### src/rtl/cfg_loader_pkg.sv
package cfg_loader_pkg;

  localparam int unsigned BOOT_RATE_HZ = 2_500_000;

  // rate code -> configuration clock rate in MHz
  function automatic int unsigned code_mhz(input logic [2:0] code);
    case (code)
      3'd0: return 4;
      3'd1: return 6;
      3'd2: return 10;
      3'd3: return 12;
      3'd4: return 15;
      3'd5: return 20;
      3'd6: return 30;
      default: return 60;
    endcase
  endfunction

  // half period in system cycles for a rate code
  function automatic int unsigned code_half(input int unsigned sys_hz, input logic [2:0] code);
    case (code)
      3'd0: return sys_hz / 8_000_000;
      3'd1: return sys_hz / 12_000_000;
      3'd2: return sys_hz / 20_000_000;
      3'd3: return sys_hz / 24_000_000;
      3'd4: return sys_hz / 30_000_000;
      3'd5: return sys_hz / 40_000_000;
      3'd6: return sys_hz / 60_000_000;
      default: return sys_hz / 120_000_000;
    endcase
  endfunction

  function automatic int unsigned boot_half(input int unsigned sys_hz);
    return sys_hz / (2 * BOOT_RATE_HZ);
  endfunction

endpackage

### src/rtl/cfg_clk_gen.sv
module cfg_clk_gen #(
  parameter int unsigned HALF_W    = 5,
  parameter int unsigned BOOT_HALF = 24
) (
  input  logic              clk,
  input  logic              rst_n,
  input  logic              run,
  input  logic [HALF_W-1:0] next_half,
  output logic              cfg_clk,
  output logic              rise_evt,
  output logic              fall_evt
);
  logic [HALF_W-1:0] hc;
  logic [HALF_W-1:0] cur_half;
  logic              step;

  assign step     = (hc == cur_half - 1'b1);
  assign rise_evt = run && step && !cfg_clk;
  assign fall_evt = run && step && cfg_clk;

  always_ff @(posedge clk) begin
    if (!rst_n || !run) begin
      hc       <= '0;
      cfg_clk  <= 1'b0;
      cur_half <= HALF_W'(BOOT_HALF);
    end else if (step) begin
      hc      <= '0;
      cfg_clk <= !cfg_clk;
      if (cfg_clk) cur_half <= next_half;  // change only as a low phase begins
    end else begin
      hc <= hc + 1'b1;
    end
  end

  // phase-length tracking for the pulse-width check
  logic [HALF_W:0] ph_len;
  logic [HALF_W:0] last_lo;
  always_ff @(posedge clk) begin
    if (!rst_n || !run) begin
      ph_len  <= '0;
      last_lo <= '0;
    end else begin
      ph_len <= (rise_evt || fall_evt) ? '0 : ph_len + 1'b1;
      if (rise_evt) last_lo <= ph_len + 1'b1;
    end
  end


  equal_phase_chk: assert property (@(posedge clk) disable iff (!rst_n)
    (fall_evt && last_lo != '0) |-> (ph_len + 1'b1 == last_lo));

endmodule

### src/rtl/cfg_bit_unpack.sv
module cfg_bit_unpack #(
  parameter int unsigned BOOT_BITS = 480,
  parameter int unsigned OWN_BITS  = 2048,
  parameter int unsigned RATE_POS  = 100,
  parameter int unsigned CNT_W     = 12
) (
  input  logic       clk,
  input  logic       rst_n,
  input  logic       run,
  input  logic       rise_evt,
  input  logic       din,
  output logic [7:0] byte_data,
  output logic       byte_valid,
  output logic [2:0] rate_code,
  output logic       boot_phase,
  output logic       done,
  output logic       chain_out
);
  localparam logic [CNT_W-1:0] LAST_BOOT = CNT_W'(BOOT_BITS - 1);
  localparam logic [CNT_W-1:0] LAST_OWN  = CNT_W'(OWN_BITS - 1);
  localparam logic [CNT_W-1:0] FIELD_LO  = CNT_W'(RATE_POS);
  localparam logic [CNT_W-1:0] FIELD_HI  = CNT_W'(RATE_POS + 2);

  logic [CNT_W-1:0] bit_cnt;
  logic [6:0]       sh;
  logic [2:0]       rate_sh;
  logic [2:0]       rate_nxt;
  logic             in_field;

  assign in_field = (bit_cnt >= FIELD_LO) && (bit_cnt <= FIELD_HI);
  assign rate_nxt = in_field ? {rate_sh[1:0], din} : rate_sh;

  always_ff @(posedge clk) begin
    if (!rst_n || !run) begin
      bit_cnt    <= '0;
      sh         <= '0;
      rate_sh    <= '0;
      rate_code  <= '0;
      boot_phase <= 1'b1;
      done       <= 1'b0;
      chain_out  <= 1'b0;
      byte_data  <= '0;
      byte_valid <= 1'b0;
    end else begin
      byte_valid <= 1'b0;
      if (rise_evt) begin
        if (!done) begin
          sh      <= {sh[5:0], din};
          bit_cnt <= bit_cnt + 1'b1;
          rate_sh <= rate_nxt;
          if (bit_cnt[2:0] == 3'd7) begin
            byte_data  <= {sh, din};
            byte_valid <= 1'b1;
          end
          if (bit_cnt == LAST_BOOT) begin
            boot_phase <= 1'b0;
            rate_code  <= rate_nxt;
          end
          if (bit_cnt == LAST_OWN) done <= 1'b1;
        end else begin
          chain_out <= din;
        end
      end
    end
  end


  one_bit_per_edge_chk: assert property (@(posedge clk) disable iff (!rst_n)
    (run && !rise_evt) |=> $stable(bit_cnt));


  done_sticky_chk: assert property (@(posedge clk) disable iff (!rst_n)
    (run && done) |=> done);


  rate_lock_chk: assert property (@(posedge clk) disable iff (!rst_n)
    (run && !boot_phase) |=> $stable(rate_code));

endmodule

### src/rtl/serial_cfg_loader.sv
module serial_cfg_loader
  import cfg_loader_pkg::*;
#(
  parameter int unsigned SYS_HZ     = 120_000_000,
  parameter int unsigned BOOT_BYTES = 60,
  parameter int unsigned RATE_POS   = 100,
  parameter int unsigned OWN_BITS   = 2048
) (
  input  logic       clk,
  input  logic       rst_n,
  input  logic [2:0] mode_sel,
  input  logic       mem_din,
  output logic       cfg_clk,
  output logic       mem_reset,
  output logic       mem_ce_n,
  output logic       done,
  output logic [7:0] byte_data,
  output logic       byte_valid,
  output logic       chain_out
);
  localparam int unsigned BOOT_BITS = BOOT_BYTES * 8;
  localparam int unsigned BOOT_HALF = boot_half(SYS_HZ);
  localparam int unsigned HALF_W    = $clog2(BOOT_HALF + 1);
  localparam int unsigned CNT_W     = $clog2(OWN_BITS + 1);

  logic              run_q;
  logic              rise_evt;
  logic              fall_evt;
  logic [2:0]        rate_code;
  logic              boot_phase;
  logic [HALF_W-1:0] next_half;

  always_ff @(posedge clk) begin
    if (!rst_n) run_q <= 1'b0;
    else        run_q <= (mode_sel[1:0] == 2'b00);
  end

  assign mem_reset = !run_q;
  assign mem_ce_n  = done;

  always_comb begin
    if (boot_phase) next_half = HALF_W'(BOOT_HALF);
    else            next_half = HALF_W'(code_half(SYS_HZ, rate_code));
  end

  cfg_clk_gen #(
    .HALF_W   (HALF_W),
    .BOOT_HALF(BOOT_HALF)
  ) u_clk (
    .clk      (clk),
    .rst_n    (rst_n),
    .run      (run_q),
    .next_half(next_half),
    .cfg_clk  (cfg_clk),
    .rise_evt (rise_evt),
    .fall_evt (fall_evt)
  );

  cfg_bit_unpack #(
    .BOOT_BITS(BOOT_BITS),
    .OWN_BITS (OWN_BITS),
    .RATE_POS (RATE_POS),
    .CNT_W    (CNT_W)
  ) u_unpack (
    .clk       (clk),
    .rst_n     (rst_n),
    .run       (run_q),
    .rise_evt  (rise_evt),
    .din       (mem_din),
    .byte_data (byte_data),
    .byte_valid(byte_valid),
    .rate_code (rate_code),
    .boot_phase(boot_phase),
    .done      (done),
    .chain_out (chain_out)
  );


  idle_clk_low_chk: assert property (@(posedge clk) disable iff (!rst_n)
    !run_q |=> !cfg_clk);


  idle_no_strobe_chk: assert property (@(posedge clk) disable iff (!rst_n)
    mem_reset |=> !byte_valid);

endmodule

### config.mk
export PLATFORM = sky130hd
export DESIGN_NAME = serial_cfg_loader
export DESIGN_NICKNAME = d
export VERILOG_FILES = /design/src/rtl/cfg_loader_pkg.sv /design/src/rtl/cfg_clk_gen.sv /design/src/rtl/cfg_bit_unpack.sv /design/src/rtl/serial_cfg_loader.sv
export SDC_FILE = /design/constraint.sdc
export NUM_CORES = 1
export LEC_CHECK = 0
export ABC_AREA = 1
export BUFFER_PORTS_ARGS = -buffer_cell sky130_fd_sc_hd__buf_4
export CORE_ASPECT_RATIO = 0.7
export CORE_UTILIZATION = 45
export CTS_BUF_LIST = sky130_fd_sc_hd__clkbuf_8
export DETAILED_ROUTE_END_ITERATION = 7
export SLEW_MARGIN = 20
export SYNTH_ARGS = -nofsm -noshare
export SYNTH_HDL_FRONTEND = slang
export SYNTH_SLANG_ARGS = --single-unit
### constraint.sdc
create_clock -name clk -period 3.85 [get_ports clk]
set_input_delay 0 -clock clk [delete_from_list [all_inputs] [get_ports clk]]
set_output_delay 0 -clock clk [all_outputs]
set_load 0.03 [all_outputs]
After elaboration in Yosys (flattened, before gate mapping)
Cells that the tools add are included.
{"block": "totals", "wordCells": 52, "reg_bits": 49}
{"block": "op_classes", "bitwise_logic": 2, "muxes": 6, "add_sub_neg": 3, "n_lt_le_gt_ge": 2, "n_reduce_logical": 16, "n_eq_ne": 10}
{"cell": "one-hot mux 4 bit (7 select lines)", "n": 1}
{"cell": "adder 12 x 1 -> 12 bit (second input constant)", "n": 1}
{"cell": "== test 12 x 11 -> 1 bit (second input constant)", "n": 1}
{"cell": "== test 12 x 9 -> 1 bit (second input constant)", "n": 1}
{"cell": "== test 3 bit (second input constant)", "n": 4}
{"cell": "greater-or-equal comparator 12 x 7 -> 1 bit (second input constant)", "n": 1}
{"cell": "less-or-equal comparator 12 x 7 -> 1 bit (second input constant)", "n": 1}
{"cell": "== test 3 x 2 -> 1 bit (second input constant)", "n": 2}
{"cell": "AND reduction 2 bit", "n": 3}
{"cell": "AND reduction 3 bit", "n": 2}
{"cell": "adder 5 x 1 -> 5 bit (second input constant)", "n": 1}
{"cell": "== test 5 bit", "n": 1}
{"cell": "2-to-1 mux 5 bit", "n": 1}
{"cell": "subtractor 5 x 1 -> 5 bit (second input constant)", "n": 1}
{"cell": "== test 3 x 1 -> 1 bit (second input constant)", "n": 1}
{"cell": "logical AND 1 bit", "n": 3}
{"cell": "zero test 1 bit", "n": 3}
{"cell": "zero test 3 bit", "n": 1}
{"cell": "2-to-1 mux 1 bit", "n": 3}
{"cell": "2-to-1 mux 3 bit", "n": 1}
{"cell": "OR reduction 3 bit", "n": 1}
{"cell": "zero test 2 bit", "n": 1}
{"cell": "inverter 1 bit", "n": 2}
{"cell": "OR reduction 2 bit", "n": 1}
{"cell": "logical OR 1 bit", "n": 1}

Depth between registers and ports, before layout
Gate-level depths: netlist (run 1).
{"block": "logic_depth", "ltp_word": 6, "depth_mapped": 13}

Cells and area by module
A second synthesis (run 1) with hierarchy kept.
{"block": "hier_totals", "hier_cells": 361, "area_unflattened_um2": 2456.1}
{"module": "cfg_bit_unpack", "cells_per_inst": 229, "area_per_inst_um2": 1651.6, "seq_area_each_um2": 740.7, "n_inst": 1}
{"module": "cfg_clk_gen", "cells_per_inst": 113, "area_per_inst_um2": 704.4, "seq_area_each_um2": 220.2, "n_inst": 1}
{"module": "serial_cfg_loader", "cells_per_inst": 19, "area_per_inst_um2": 100.1, "seq_area_each_um2": 20.0, "n_inst": 1}

Worst setup path after synthesis (run 1)
No wires, ideal clock.
{"block": "synth_path", "kind": "register -> register", "start": "reg u_clk.cur_half[0]", "end": "reg u_unpack.rate_sh[0]", "slack_ns": 2.080, "stages_incl_launch_ff": 13, "arrival_time_ns": 1.657, "required_ns": 3.737, "synth_period_minus_slack_ns": 1.770, "setup_time_ns": 0.113, "n_path_buf": 1, "path_cell_list": "dfxtp_1 > inv_2 > ha_1 > inv_1 > nand2_1 > nand2_1 > nor2_4 > nand3_1 > nor2_4 > nand3_2 > buf_6 > o21ai_1 > nor2_1"}
{"block": "synth_via", "elab_chain_cells": 5}
{"item": "start, declared", "line_no": "cfg_clk_gen.sv:14", "source": "logic [HALF_W-1:0] cur_half;"}
{"item": "start signal, assigned", "line_no": "cfg_clk_gen.sv:25", "source": "cur_half <= HALF_W'(BOOT_HALF);"}
{"item": "start signal, assigned", "line_no": "cfg_clk_gen.sv:29", "source": "if (cfg_clk) cur_half <= next_half;"}
{"item": "subtractor 5 x 1 -> 5 bit", "line_no": "cfg_clk_gen.sv:17", "source": "assign step = (hc == cur_half - 1'b1);"}
{"item": "== test 5 bit", "line_no": "cfg_clk_gen.sv:17"}
{"item": "logical AND 1 bit (2 in a row)", "line_no": "cfg_clk_gen.sv:18", "source": "assign rise_evt = run && step && !cfg_clk;"}
{"item": "AND reduction 2 bit (no source line)"}
{"item": "end signal, assigned", "line_no": "cfg_bit_unpack.sv:50", "source": "rate_sh <= rate_nxt;"}
{"item": "end, declared", "line_no": "cfg_bit_unpack.sv:26", "source": "logic [2:0] rate_sh;"}
No other way between the ends.
A chain may end at the register's enable or synchronous reset.

Worst setup path after layout (run 1)
{"block": "layout_path", "start": "reg u_clk.cur_half[0]", "end": "reg u_unpack.bit_cnt[1]"}
{"block": "layout_via", "elab_chain_cells": 5}
{"item": "subtractor 5 x 1 -> 5 bit", "line_no": "cfg_clk_gen.sv:17"}
{"item": "== test 5 bit", "line_no": "cfg_clk_gen.sv:17"}
{"item": "logical AND 1 bit (2 in a row)", "line_no": "cfg_clk_gen.sv:18"}
{"item": "AND reduction 2 bit (no source line)"}
{"item": "end signal, assigned", "line_no": "cfg_bit_unpack.sv:49", "source": "bit_cnt <= bit_cnt + 1'b1;"}
{"item": "end, declared", "line_no": "cfg_bit_unpack.sv:24", "source": "logic [CNT_W-1:0] bit_cnt;"}
No other way between the ends.

==> run summary, run 1 <==
Routed WL per cell -> 12.1 um
setup TNS -> 0 ns
synth unique cells -> 31
DRT Pass-1 Iters -> 4
Synth Instances -> 341
Post-Syn Area -> 0.00244 mm2
GRT overflow -> 0
routed via count -> 2133
crit path to -> u_unpack.bit_cnt[1]
Setup Crit Path Kind -> flop to flop
Fin. Hold Viols -> 0
H-tree depth -> 2
CP Capture Type -> flop
Post-synth EDFFs -> 0
gpl congestion -> 0.803
Root Driver -> clkbuf_8
reg2reg end -> u_unpack.bit_cnt[1]
Final setup viols -> 0
Peak VDD IR -> 0.226 mV
first-pass GRT wire length -> 9340 um
clock sinks -> 49
Core Area -> 0.00523 mm2
Max Root-Sink Buffers -> 2
post_cts resized -> 0
Yosys warnings -> 0
Final Cycle Share -> 0.595
outcome -> completed
critical path peak fanout -> 24
Initial Util -> 0.466
synthesized net count -> 352
dpl hpwl -> 3810 um
final design area excluding fillers -> 0.00274 mm2
Setup crit start -> u_clk.cur_half[0]
max_slew headroom -> 0.564
Final min period -> 2.29 ns
Async S/R FF share, synth -> 0
max cap viols -> 0
top_reg_cell synth -> dfxtp_1
grt met1 use -> 0.308
worst path required time -> 4.03 ns
antenna violations before repair -> 0
Hold WC Path Type -> input port to flop
unrepaired setup endpoints after global routing -> no
Area Overhead vs Synth -> 12.5%
Fillers -> 555
Avg Cell Area, Syn -> 7.14 um2
Post-route DRC -> 0
Placed Area -> 0.00262 mm2
total leakage power -> 1.07 nW
drt total wl -> 5270 um
# port buffers -> 18
CP Launch Type -> flop
largest net degree at the start of global routing -> 28
met3 Resource Use GR -> 0.0568
CTS tree -> yes
remaining antenna violation count -> 0
TritonCTS buffer count -> 5
Layout Nets -> 374
max-slew violation count -> 0
Fmax achieved -> 436 MHz
Die Footprint -> 0.00572 mm2
ratio of cells with drive above 1 in the final layout -> 0.143
clk_lat worst skew -> 0.30 ns
r2r worst-path depth -> 11
footprint of the multi-input gates -> 0.00126 mm2
gr busiest metal -> met1
final core utilization -> 0.524
I/O pin count -> 20
Clock Skew -> 0.00582 ns
PwrDens -> 308 mW/mm2
ANT cells -> 0
die width -> 89.9 um
measured slew at the worst slew-check pin -> 0.653 ns
clk slew on worst S/H paths -> 0.09 ns
GRT Total Usage -> 0.205
met2 Usage GRT -> 0.289
number of synthesized register bits -> 49
1st-iter DRT viols -> 156
Vias/cell -> 4.89
Register Area -> 981 um2
row count -> 22
number of global-route vias before repair -> 1976
Worst R2R Start -> u_clk.cur_half[0]
Seq/Total Area, Yosys -> 0.403
WP data arrival -> 2.47 ns
Reg2Reg Setup Slack -> 1.56 ns
Die H -> 63.6 um
Post-CTS Setup Bufs -> 0
==> worst min path at each step <==
stage                      from                     to  depth (start not counted)
finish                    rst_n    u_unpack.bit_cnt[9]                          4
detailed placement  mode_sel[1]                  run_q                          2
floorplan           mode_sel[1]                  run_q                          1
CTS                       rst_n    u_unpack.bit_cnt[7]                          4
global placement    mode_sel[1]                  run_q                          2
global route              rst_n  u_unpack.rate_code[0]                          4
==> logic make-up (layout without fill, tap and decap cells) <==
group | count (synthesis) | in the layout | share of synthesized area
and+or+nand+nor | 191 | 191 | 0.367
DFF | 49 | 49 | 0.403
AOI/OAI and AO/OA | 45 | 45 | 0.0976
buffers and inverters | 43 | 66 | 0.0786
xor gates and xnor gates | 8 | 8 | 0.0288
adders and majority gates | 5 | 5 | 0.0257
==> per-layer routing <==
layer | up-vias | share of wire
met2 | 33 | 0.38
met5 | - | 0
met4 | 0 | 0.0072
met1 | 954 | 0.57
li1 | 1141 | -
met3 | 5 | 0.044
==> power by group <==
group | switching (mW) | total [mW] | internal [mW]
Clock | 0.184 | 0.316 | 0.133
Combinational | 0.0110 | 0.0190 | 0.00795
Sequential | 0.000657 | 0.508 | 0.507
Total | 0.195 | 0.843 | 0.648
==> Yosys cell counts, types with 3 or more instances <==
| cell type | number | area share |
|---|---|---|
| nand2_1 | 84 | 0.13 |
| dfxtp_1 | 49 | 0.40 |
| nor2_1 | 44 | 0.068 |
| nand3_1 | 34 | 0.070 |
| inv_1 | 28 | 0.043 |
| a21oi_1 | 19 | 0.039 |
| o21ai_1 | 12 | 0.025 |
| o21ai_0 | 9 | 0.018 |
| nor3_1 | 8 | 0.016 |
| xor2_1 | 8 | 0.029 |
| inv_2 | 6 | 0.0092 |
| ha_1 | 5 | 0.026 |
| nand2_2 | 5 | 0.013 |
| nor2_4 | 4 | 0.018 |
| buf_6 | 3 | 0.014 |
| clkbuf_1 | 3 | 0.0046 |
| nor3b_1 | 3 | 0.0092 |
==> cells in the final DEF, fill, tap and decap left out, drive strengths merged <==
| cell type | synthesis | final |
|---|---|---|
| a211oi | 1 | 1 |
| a21oi | 19 | 19 |
| buf | 5 | 20 |
| clkbuf | 3 | 5 |
| clkinv | 1 | 1 |
| clkinvlp | 0 | 1 |
| dfxtp | 49 | 49 |
| dlygate4sd3 | 0 | 3 |
| ha | 5 | 5 |
| inv | 34 | 36 |
| nand2 | 89 | 89 |
| nand3 | 36 | 36 |
| nand4 | 2 | 2 |
| nor2 | 51 | 51 |
| nor3 | 9 | 9 |
| nor3b | 3 | 3 |
| o211ai | 2 | 2 |
| o21ai | 22 | 22 |
| o22ai | 1 | 1 |
| or2 | 1 | 1 |
| xor2 | 8 | 8 |
==> critical path, cell delays in order (launching register included) <==
cell and delay, ns:
dfxtp_1 0.40, inv_2 0.07, ha_1 0.29, inv_1 0.04, nand2_1 0.05, nand2_1 0.08, nor2_4 0.10, nand3_1 0.12
nor2_4 0.18, nand3_2 0.46, o21ai_0 0.32, a21oi_1 0.06
==> final cells by class <==
cell class,instances,share of cell area
well taps,72,0.0329
flip-flops and latches,49,0.358
clock inverters,3,0.00913
clock buffers,5,0.0251
inverters,35,0.0479
repair buffers,23,0.0658
multi-input cells,249,0.461
==> through the flow <==
stage	power [mW]	hold WS [ns]	setup slack [ns]	cells
final	0.843	0.175	1.56	436
after global routing	0.888	0.159	1.24	436
after CTS	0.856	0.166	1.55	436
after detailed placement	0.536	0.169	1.57	425
after global placement	0.536	0.169	1.60	425
after floorplan	0.529	0.0751	2.08	341
==> registers in the layout (all words and copies together) (netlist names) <==
signal               cells
u_unpack.bit_cnt        12
u_unpack.byte_valid      1
u_unpack.done            1
u_clk.cfg_clk            1
u_unpack.rate_sh         3
run_q                    1
u_unpack.sh              7
u_clk.cur_half           5
u_unpack.rate_code       3
u_unpack.byte_data       8
u_unpack.chain_out       1
u_clk.hc                 5
u_unpack.boot_phase      1
==> what timing repair did <==
item / CTS / global route
hold buffers: 3 / 0
endpoints found under the setup margin: 0 / 0
endpoints found under the hold margin: 3 / 0
No activity file was read; power rests on OpenSTA's default activity.
==> run 2, diff against run 1 <==
--- a/config.mk
+++ b/config.mk
@@ -5,7 +5,7 @@
 export SDC_FILE = /design/constraint.sdc
 export NUM_CORES = 1
 export LEC_CHECK = 0
-export ABC_AREA = 1
+export ABC_AREA = 0
 export BUFFER_PORTS_ARGS = -buffer_cell sky130_fd_sc_hd__buf_4
 export CORE_ASPECT_RATIO = 0.7
 export CORE_UTILIZATION = 45
==> constraint.sdc (replaced) <==
create_clock -name clk -period 2.3 [get_ports clk]
set_input_delay 0 -clock clk [delete_from_list [all_inputs] [get_ports clk]]
set_output_delay 0 -clock clk [all_outputs]
set_load 0.03 [all_outputs]
==> run 2 against run 1 <==
Global-route usage decreased by 1.4 points. Combinational power increased by 41%. Worst hold slack got worse by 0.012 ns. Register-to-register slack lost 1.4 ns. Power up 90%. Clock skew is 0.0024 ns lower. Setup slack got worse by 1.4 ns. Largest cell class unchanged. Largest power group unchanged.
==> run summary, run 2 <==
outcome -> completed (unchanged)
max cap viols -> 0 (unchanged)
PwrDens -> 584 mW/mm2 (was 308 mW/mm2)
Async S/R FF share, synth -> 0 (unchanged)
Fillers -> 458 (was 555)
drt total wl -> 4680 um (was 5270 um)
area share of xor/xnor cells in the synthesized design -> 0.0460 (was 0.0288)
number of global-route vias before repair -> 1543 (was 1976)
Layout Nets -> 289 (was 374)
Max Root-Sink Buffers -> 2 (unchanged)
CTS tree -> yes (unchanged)
Hold WC Path Type -> input port to flop (unchanged)
routed via count -> 1831 (was 2133)
H-tree depth -> 2 (unchanged)
Cells after DPL -> 336 (was 425)
synth cell count leaders -> 49 x dfxtp_1, 21 x a21oi_1, 20 x nor2_1 (was 84 x nand2_1, 49 x dfxtp_1, 44 x nor2_1)
setup TNS -> 0 ns (unchanged)
Post-route DRC -> 0 (unchanged)
dpl hpwl -> 3270 um (was 3810 um)
clk slew on worst S/H paths -> 0.09 ns (about the same)
Root Driver -> clkbuf_8 (unchanged)
synthesized net count -> 264 (was 352)
Initial Util -> 0.473 (was 0.466)
worst path required time -> 2.52 ns (was 4.03 ns)
Fmax achieved -> 473 MHz (was 436 MHz)
Clock Skew -> 0.00339 ns (was 0.00582 ns)
Synth Area in Adders -> 0.0274 (was 0.0257)
ranking of synthesized cells by area -> dfxtp_1 43%, mux2i_1 7.0%, a21oi_1 4.6%, o21ai_0 4.2%, nand4b_1 3.8% (was dfxtp_1 40%, nand2_1 13%, nand3_1 7.0%, nor2_1 6.8%, inv_1 4.3%)
Setup Crit Path Kind -> flop to flop (unchanged)
Core Area -> 0.00483 mm2 (was 0.00523 mm2)
Die H -> 61.6 um (was 63.6 um)
TritonCTS buffer count -> 5 (unchanged)
clk_lat worst skew -> 0.30 ns (about the same)
CP Launch Type -> flop (unchanged)
first-pass GRT wire length -> 7600 um (was 9340 um)
Die Footprint -> 0.00537 mm2 (was 0.00572 mm2)
critical path peak fanout -> 8 (was 24)
total leakage power -> 0.973 nW (was 1.07 nW)
ratio of cells with drive above 1 in the final layout -> 0.168 (was 0.143)
remaining antenna violation count -> 0 (unchanged)
gpl congestion -> 0.750 (was 0.803)
commonest non-fill, non-tap cell in the layout -> dfxtp_1 (was nand2_1)
Post-synth EDFFs -> 0 (unchanged)
Final Cycle Share -> 0.919 (was 0.595)
Finished Layout Cells -> 348 (was 436)
GRT overflow -> 0 (unchanged)
GRT Total Usage -> 0.191 (was 0.205)
Top reg by flops -> u_unpack.bit_cnt (unchanged)
clock sinks -> 49 (unchanged)
unrepaired setup endpoints after global routing -> no (unchanged)
measured slew at the worst slew-check pin -> 0.514 ns (was 0.653 ns)
max-slew violation count -> 0 (unchanged)
Area Overhead vs Synth -> 19.9% (was 12.5%)
Peak VDD IR -> 0.238 mV (was 0.226 mV)
top_reg_cell synth -> dfxtp_1 (unchanged)
DRT Pass-1 Iters -> 4 (unchanged)
Worst R2R Start -> u_clk.cur_half[1] (was u_clk.cur_half[0])
post-synthesis simple-gate area fraction -> 0.234 (was 0.367)
max reg flops -> 12 (unchanged)
Setup crit start -> u_clk.cur_half[1] (was u_clk.cur_half[0])
number of synthesized register bits -> 49 (unchanged)
CP Capture Type -> flop (unchanged)
Yosys warnings -> 0 (unchanged)
post-synthesis mux area share -> 0.0701 (was 0)
ANT cells -> 0 (unchanged)
final core utilization -> 0.567 (was 0.524)
Final min period -> 2.11 ns (was 2.29 ns)
Worst Min Path Start -> rst_n (unchanged)
max_slew headroom -> 0.655 (was 0.564)
1st-iter DRT viols -> 81 (was 156)
I/O pin count -> 20 (unchanged)
row count -> 21 (was 22)
WP data arrival -> 2.34 ns (was 2.47 ns)
Final setup viols -> 0 (unchanged)
leading area contributor after synthesis -> dfxtp_1 (unchanged)
largest net degree at the start of global routing -> 30 (was 28)
synth unique cells -> 39 (was 31)
Synth top area share -> 0.429 (was 0.403)
most frequent cell after synthesis -> dfxtp_1 (was nand2_1)
# port buffers -> 18 (unchanged)
die width -> 87.2 um (was 89.9 um)
Fin. Hold Viols -> 0 (unchanged)
Post-Syn Area -> 0.00228 mm2 (was 0.00244 mm2)
Seq/Total Area, Yosys -> 0.429 (was 0.403)
Avg Cell Area, Syn -> 9.03 um2 (was 7.14 um2)
largest family of logic cells by synthesized area -> simple AND/OR/NAND/NOR gates (unchanged)
antenna violations before repair -> 0 (unchanged)
most frequent cells in the layout -> 49 x dfxtp_1, 30 x buf_4, 21 x a21oi_1 (was 84 x nand2_1, 49 x dfxtp_1, 44 x nor2_1)
Compound-Gate Fraction of Synth Area -> 0.147 (was 0.0976)
Routed WL per cell -> 13.5 um (was 12.1 um)
Synth Instances -> 253 (was 341)
Vias/cell -> 5.26 (was 4.89)
Largest regs -> u_unpack.bit_cnt (12), u_unpack.byte_data (8), u_unpack.sh (7) (unchanged)
[run 2: logic make-up (layout without fill, tap and decap cells)]
kind of cell / count (synthesis) / after routing
adders and majority gates: 5 / 5
buffers and inverters: 24 / 50
and+or+nand+nor: 93 / 93
xor gates and xnor gates: 12 / 12
muxes: 16 / 16
DFF: 49 / 49
AOI/OAI and AO/OA: 54 / 54
[run 2: critical path, stage by stage, from the launching register on]
cell	delay (ns)
dfxtp_1	0.34
inv_1	0.06
ha_2	0.23
nand4bb_4	0.13
a211oi_4	0.36
o211ai_1	0.14
buf_4	0.20
or4_1	0.51
o31ai_1	0.07
[run 2: what timing repair did]
item / 4_1_cts / 5_1_grt
hold endpoints to repair: 2 / 0
hold buffers: 3 / 0
endpoints found under the setup margin: 0 / 27
buffers inserted: 0 / 1
gates resized for setup: 0 / 4
[run 2: layer usage]
layer  up-vias  wire length (um)  global-route usage  share of wire
met5         -                 0                   0              0
met1       832              2720               0.281           0.58
li1        964                 -                   -              -
met2        28              1750               0.268           0.37
met3         7               142              0.0402          0.030
met4         0                68              0.0843          0.015
[run 2: area by class of cell]
cell class | instances | area, um2 | area share
multi-input combinational | 180 | 1230 | 0.450
clock inverter | 3 | 65.1 | 0.0238
inverter | 8 | 30.0 | 0.0110
timing repair buffer | 34 | 275 | 0.101
sequential | 49 | 981 | 0.358
clock buffer | 5 | 68.8 | 0.0251
tap | 69 | 86.3 | 0.0315
[run 2: stage by stage]
step / setup WS, ns / power, mW / hold WS (ns) / area [um2]
6_report: 0.186 / 1.60 / 0.163 / 2740
5_1_grt: 0.0310 / 1.66 / 0.194 / 2740
4_1_cts: 0.119 / 1.62 / 0.150 / 2700
3_5_place_dp: 0.147 / 0.893 / 0.162 / 2540
3_3_place_gp: 0.160 / 0.893 / 0.161 / 2540
2_1_floorplan: 0.261 / 0.882 / 0.0751 / 2280
[run 2: path summary, 6_finish.rpt]
| path | to | slack, ns | cells after the start |
|---|---|---|---|
| max | u_unpack.rate_code[2] | 0.19 | 8 |
| max reg2reg | u_unpack.rate_code[2] | 0.19 | 8 |
| min reg2reg | u_unpack.rate_sh[2] | 0.47 | 2 |
| min | u_clk.cfg_clk | 0.16 | 3 |
[run 2: power breakdown]
part	total, mW	leakage, nW	internal [mW]	switching [mW]
Clock	0.723	0.0681	0.432	0.291
Combinational	0.0268	0.510	0.0114	0.0154
Sequential	0.850	0.395	0.849	0.00133
Total	1.60	0.973	1.29	0.307
==> run 3, diff against run 2 <==
--- a/config.mk
+++ b/config.mk
@@ -6,11 +6,12 @@
 export NUM_CORES = 1
 export LEC_CHECK = 0
 export ABC_AREA = 0
-export BUFFER_PORTS_ARGS = -buffer_cell sky130_fd_sc_hd__buf_4
 export CORE_ASPECT_RATIO = 0.7
 export CORE_UTILIZATION = 45
 export CTS_BUF_LIST = sky130_fd_sc_hd__clkbuf_8
 export DETAILED_ROUTE_END_ITERATION = 7
+export DONT_BUFFER_PORTS = 1
+export MAX_ROUTING_LAYER = met4
 export SLEW_MARGIN = 20
 export SYNTH_ARGS = -nofsm -noshare
 export SYNTH_HDL_FRONTEND = slang
==> run 3 against run 2 <==
Die area did not move. Global-route usage rose by 0.13 points. Critical path depth did not move. Clock skew rose by 0.0012 ns. Fmax fell by 2.6%. Power fell by 0.22%. Via count rose by 1.2%. Setup slack got worse by 0.057 ns. Clock power barely moved. Register-to-register slack got worse by 0.06 ns. Final area fell by 3.2%. Critical endpoint is now u_unpack.bit_cnt[5]. Highest routed layer unchanged.
==> run summary, run 3 (synthesized netlist as in run 2, its figures left out) <==
measured slew at the worst slew-check pin -> 0.581 ns (was 0.514 ns)
Net Switching -> 309 uW (was 307 uW)
Fmax achieved -> 461 MHz (was 473 MHz)
CTS tree -> yes (unchanged)
remaining antenna violation count -> 0 (unchanged)
row count -> 21 (unchanged)
worst path required time -> 2.53 ns (was 2.52 ns)
dpl hpwl -> 3260 um (was 3270 um)
clock power share -> 0.454 (was 0.452)
clock sinks -> 49 (unchanged)
met3 Resource Use GR -> 0.0496 (was 0.0402)
Root Driver -> clkbuf_8 (unchanged)
total leakage power -> 0.904 nW (was 0.973 nW)
Fin. Hold Viols -> 0 (unchanged)
Layout Nets -> 277 (was 289)
max cap viols -> 0 (unchanged)
Final min period -> 2.17 ns (was 2.11 ns)
outcome -> completed (unchanged)
GRT overflow -> 0 (unchanged)
Largest regs -> u_unpack.bit_cnt (12), u_unpack.byte_data (8), u_unpack.sh (7) (unchanged)
CP Launch Type -> flop (unchanged)
max_slew headroom -> 0.610 (was 0.655)
Hold WC Path Type -> input port to flop (unchanged)
unrepaired setup endpoints after global routing -> no (unchanged)
sw frac -> 0.193 (was 0.192)
I/O pin count -> 20 (unchanged)
Setup Crit Path Kind -> flop to flop (unchanged)
Comb power frac -> 0.013 (was 0.017)
met2 Usage GRT -> 0.242 (was 0.268)
largest net degree at the start of global routing -> 27 (was 30)
ratio of cells with drive above 1 in the final layout -> 0.139 (was 0.168)
Final setup viols -> 0 (unchanged)
Clock Skew -> 0.00454 ns (was 0.00339 ns)
most frequent cells in the layout -> 48 x dfxtp_1, 21 x a21oi_1, 20 x nor2_1 (was 49 x dfxtp_1, 30 x buf_4, 21 x a21oi_1)
gpl congestion -> 0.810 (was 0.750)
sequential group share of total power -> 0.533 (was 0.531)
critical path peak fanout -> 5 (was 8)
Max Root-Sink Buffers -> 2 (unchanged)
CP Capture Type -> flop (unchanged)
routed via count -> 1853 (was 1831)
grt met1 use -> 0.293 (was 0.281)
TritonCTS buffer count -> 5 (unchanged)
# port buffers -> 0 (was 18)
Die H -> 61.6 um (unchanged)
first-pass GRT wire length -> 7560 um (was 7600 um)
clk slew on worst S/H paths -> 0.09 ns (about the same)
gr busiest metal -> met1 (unchanged)
clk_lat worst skew -> 0.30 ns (about the same)
Area Overhead vs Synth -> 16.1% (was 19.9%)
Cells after DPL -> 319 (was 336)
number of global-route vias before repair -> 1505 (was 1543)
Peak VDD IR -> 0.332 mV (was 0.238 mV)
die width -> 87.2 um (unchanged)
WP data arrival -> 2.40 ns (was 2.34 ns)
GRT Total Usage -> 0.192 (was 0.191)
Finished Layout Cells -> 336 (was 348)
setup TNS -> 0 ns (unchanged)
Vias/cell -> 5.51 (was 5.26)
Die Footprint -> 0.00537 mm2 (unchanged)
Top reg by flops -> u_unpack.bit_cnt (unchanged)
Core Area -> 0.00483 mm2 (unchanged)
max-slew violation count -> 0 (unchanged)
Initial Util -> 0.473 (unchanged)
max reg flops -> 12 (unchanged)
Routed WL per cell -> 14.7 um (was 13.5 um)
commonest non-fill, non-tap cell in the layout -> dfxtp_1 (unchanged)
antenna violations before repair -> 0 (unchanged)
Int Pwr -> 1.29 mW (about the same)
Final Cycle Share -> 0.944 (was 0.919)
DRT Pass-1 Iters -> 4 (unchanged)
Post-route DRC -> 0 (unchanged)
H-tree depth -> 2 (unchanged)
PwrDens -> 602 mW/mm2 (was 584 mW/mm2)
1st-iter DRT viols -> 121 (was 81)
drt total wl -> 4940 um (was 4680 um)
ANT cells -> 0 (unchanged)
## run 3: cell count changes in the layout (fill, tap and decap cells not counted)
cell       change
o2111ai_2      +1
xnor2_1        -1
xnor2_2        +1
buf_12         -1
dfxtp_1        -1
dfxtp_2        +1
buf_4         -12
## run 3: what timing repair did
item / in CTS / in global routing
gates resized for setup: 0 / 6
setup endpoints to repair: 0 / 31
hold endpoints to repair: 5 / 0
hold buffers: 3 / 0
setup buffers: 0 / 5
## run 3: power groups by stage
stage / clock [mW] / combinational [mW] / sequential, mW
5_1_grt: 0.772 / 0.0226 / 0.851
2_1_floorplan: 0 / 0.0122 / 0.870
3_3_place_gp: 0 / 0.0156 / 0.870
6_report: 0.725 / 0.0206 / 0.850
4_1_cts: 0.734 / 0.0202 / 0.850
3_5_place_dp: 0 / 0.0156 / 0.870
## run 3: final timing paths
| path | start | end | slack (ns) | cells after the start |
|---|---|---|---|---|
| setup / recovery | u_clk.cur_half[0] | u_unpack.bit_cnt[5] | 0.13 | 8 |
| hold / removal | mem_din | u_unpack.rate_code[0] | 0.01 | 3 |
| setup reg to reg | u_clk.cur_half[0] | u_unpack.bit_cnt[5] | 0.13 | 8 |
| hold reg to reg | u_unpack.rate_sh[2] | u_unpack.rate_sh[2] | 0.47 | 2 |
## run 3: layout make-up
class                      count  area [um2]
clock buffer                   5        68.8
clock inverter                 3        65.1
fill                         471        2180
inverter                       8        30.0
multi-input combinational    181        1250
sequential                    49         982
tap                           69        86.3
timing repair buffer          21         165
## run 3: per-stage QoR
step,util,hold slack (ns),power [mW],setup slack (ns),instance area (um2)
global route,0.549,0.0773,1.65,0.00604,2650
finish,0.549,0.0144,1.60,0.129,2650
floorplan,-,0.0751,0.882,0.261,2280
CTS,0.530,0.0227,1.60,0.00423,2560
detailed placement,0.496,0.0776,0.886,0.0290,2400
global placement,0.496,0.0781,0.886,0.0620,2400
## run 3: critical path, stage by stage (launching register included)
cell	delay (ns)
dfxtp_2	0.36
inv_1	0.05
ha_2	0.27
xnor2_1	0.16
a211oi_4	0.30
buf_4	0.19
o2111ai_2	0.17
or4_1	0.46
a21oi_1	0.15
## run 3: routing by layer
layer | share of wire | vias to the layer above
met3 | 0.055 | 5
met1 | 0.54 | 861
li1 | - | 943
met4 | 0.010 | 0
met5 | 0 | -
met2 | 0.40 | 44
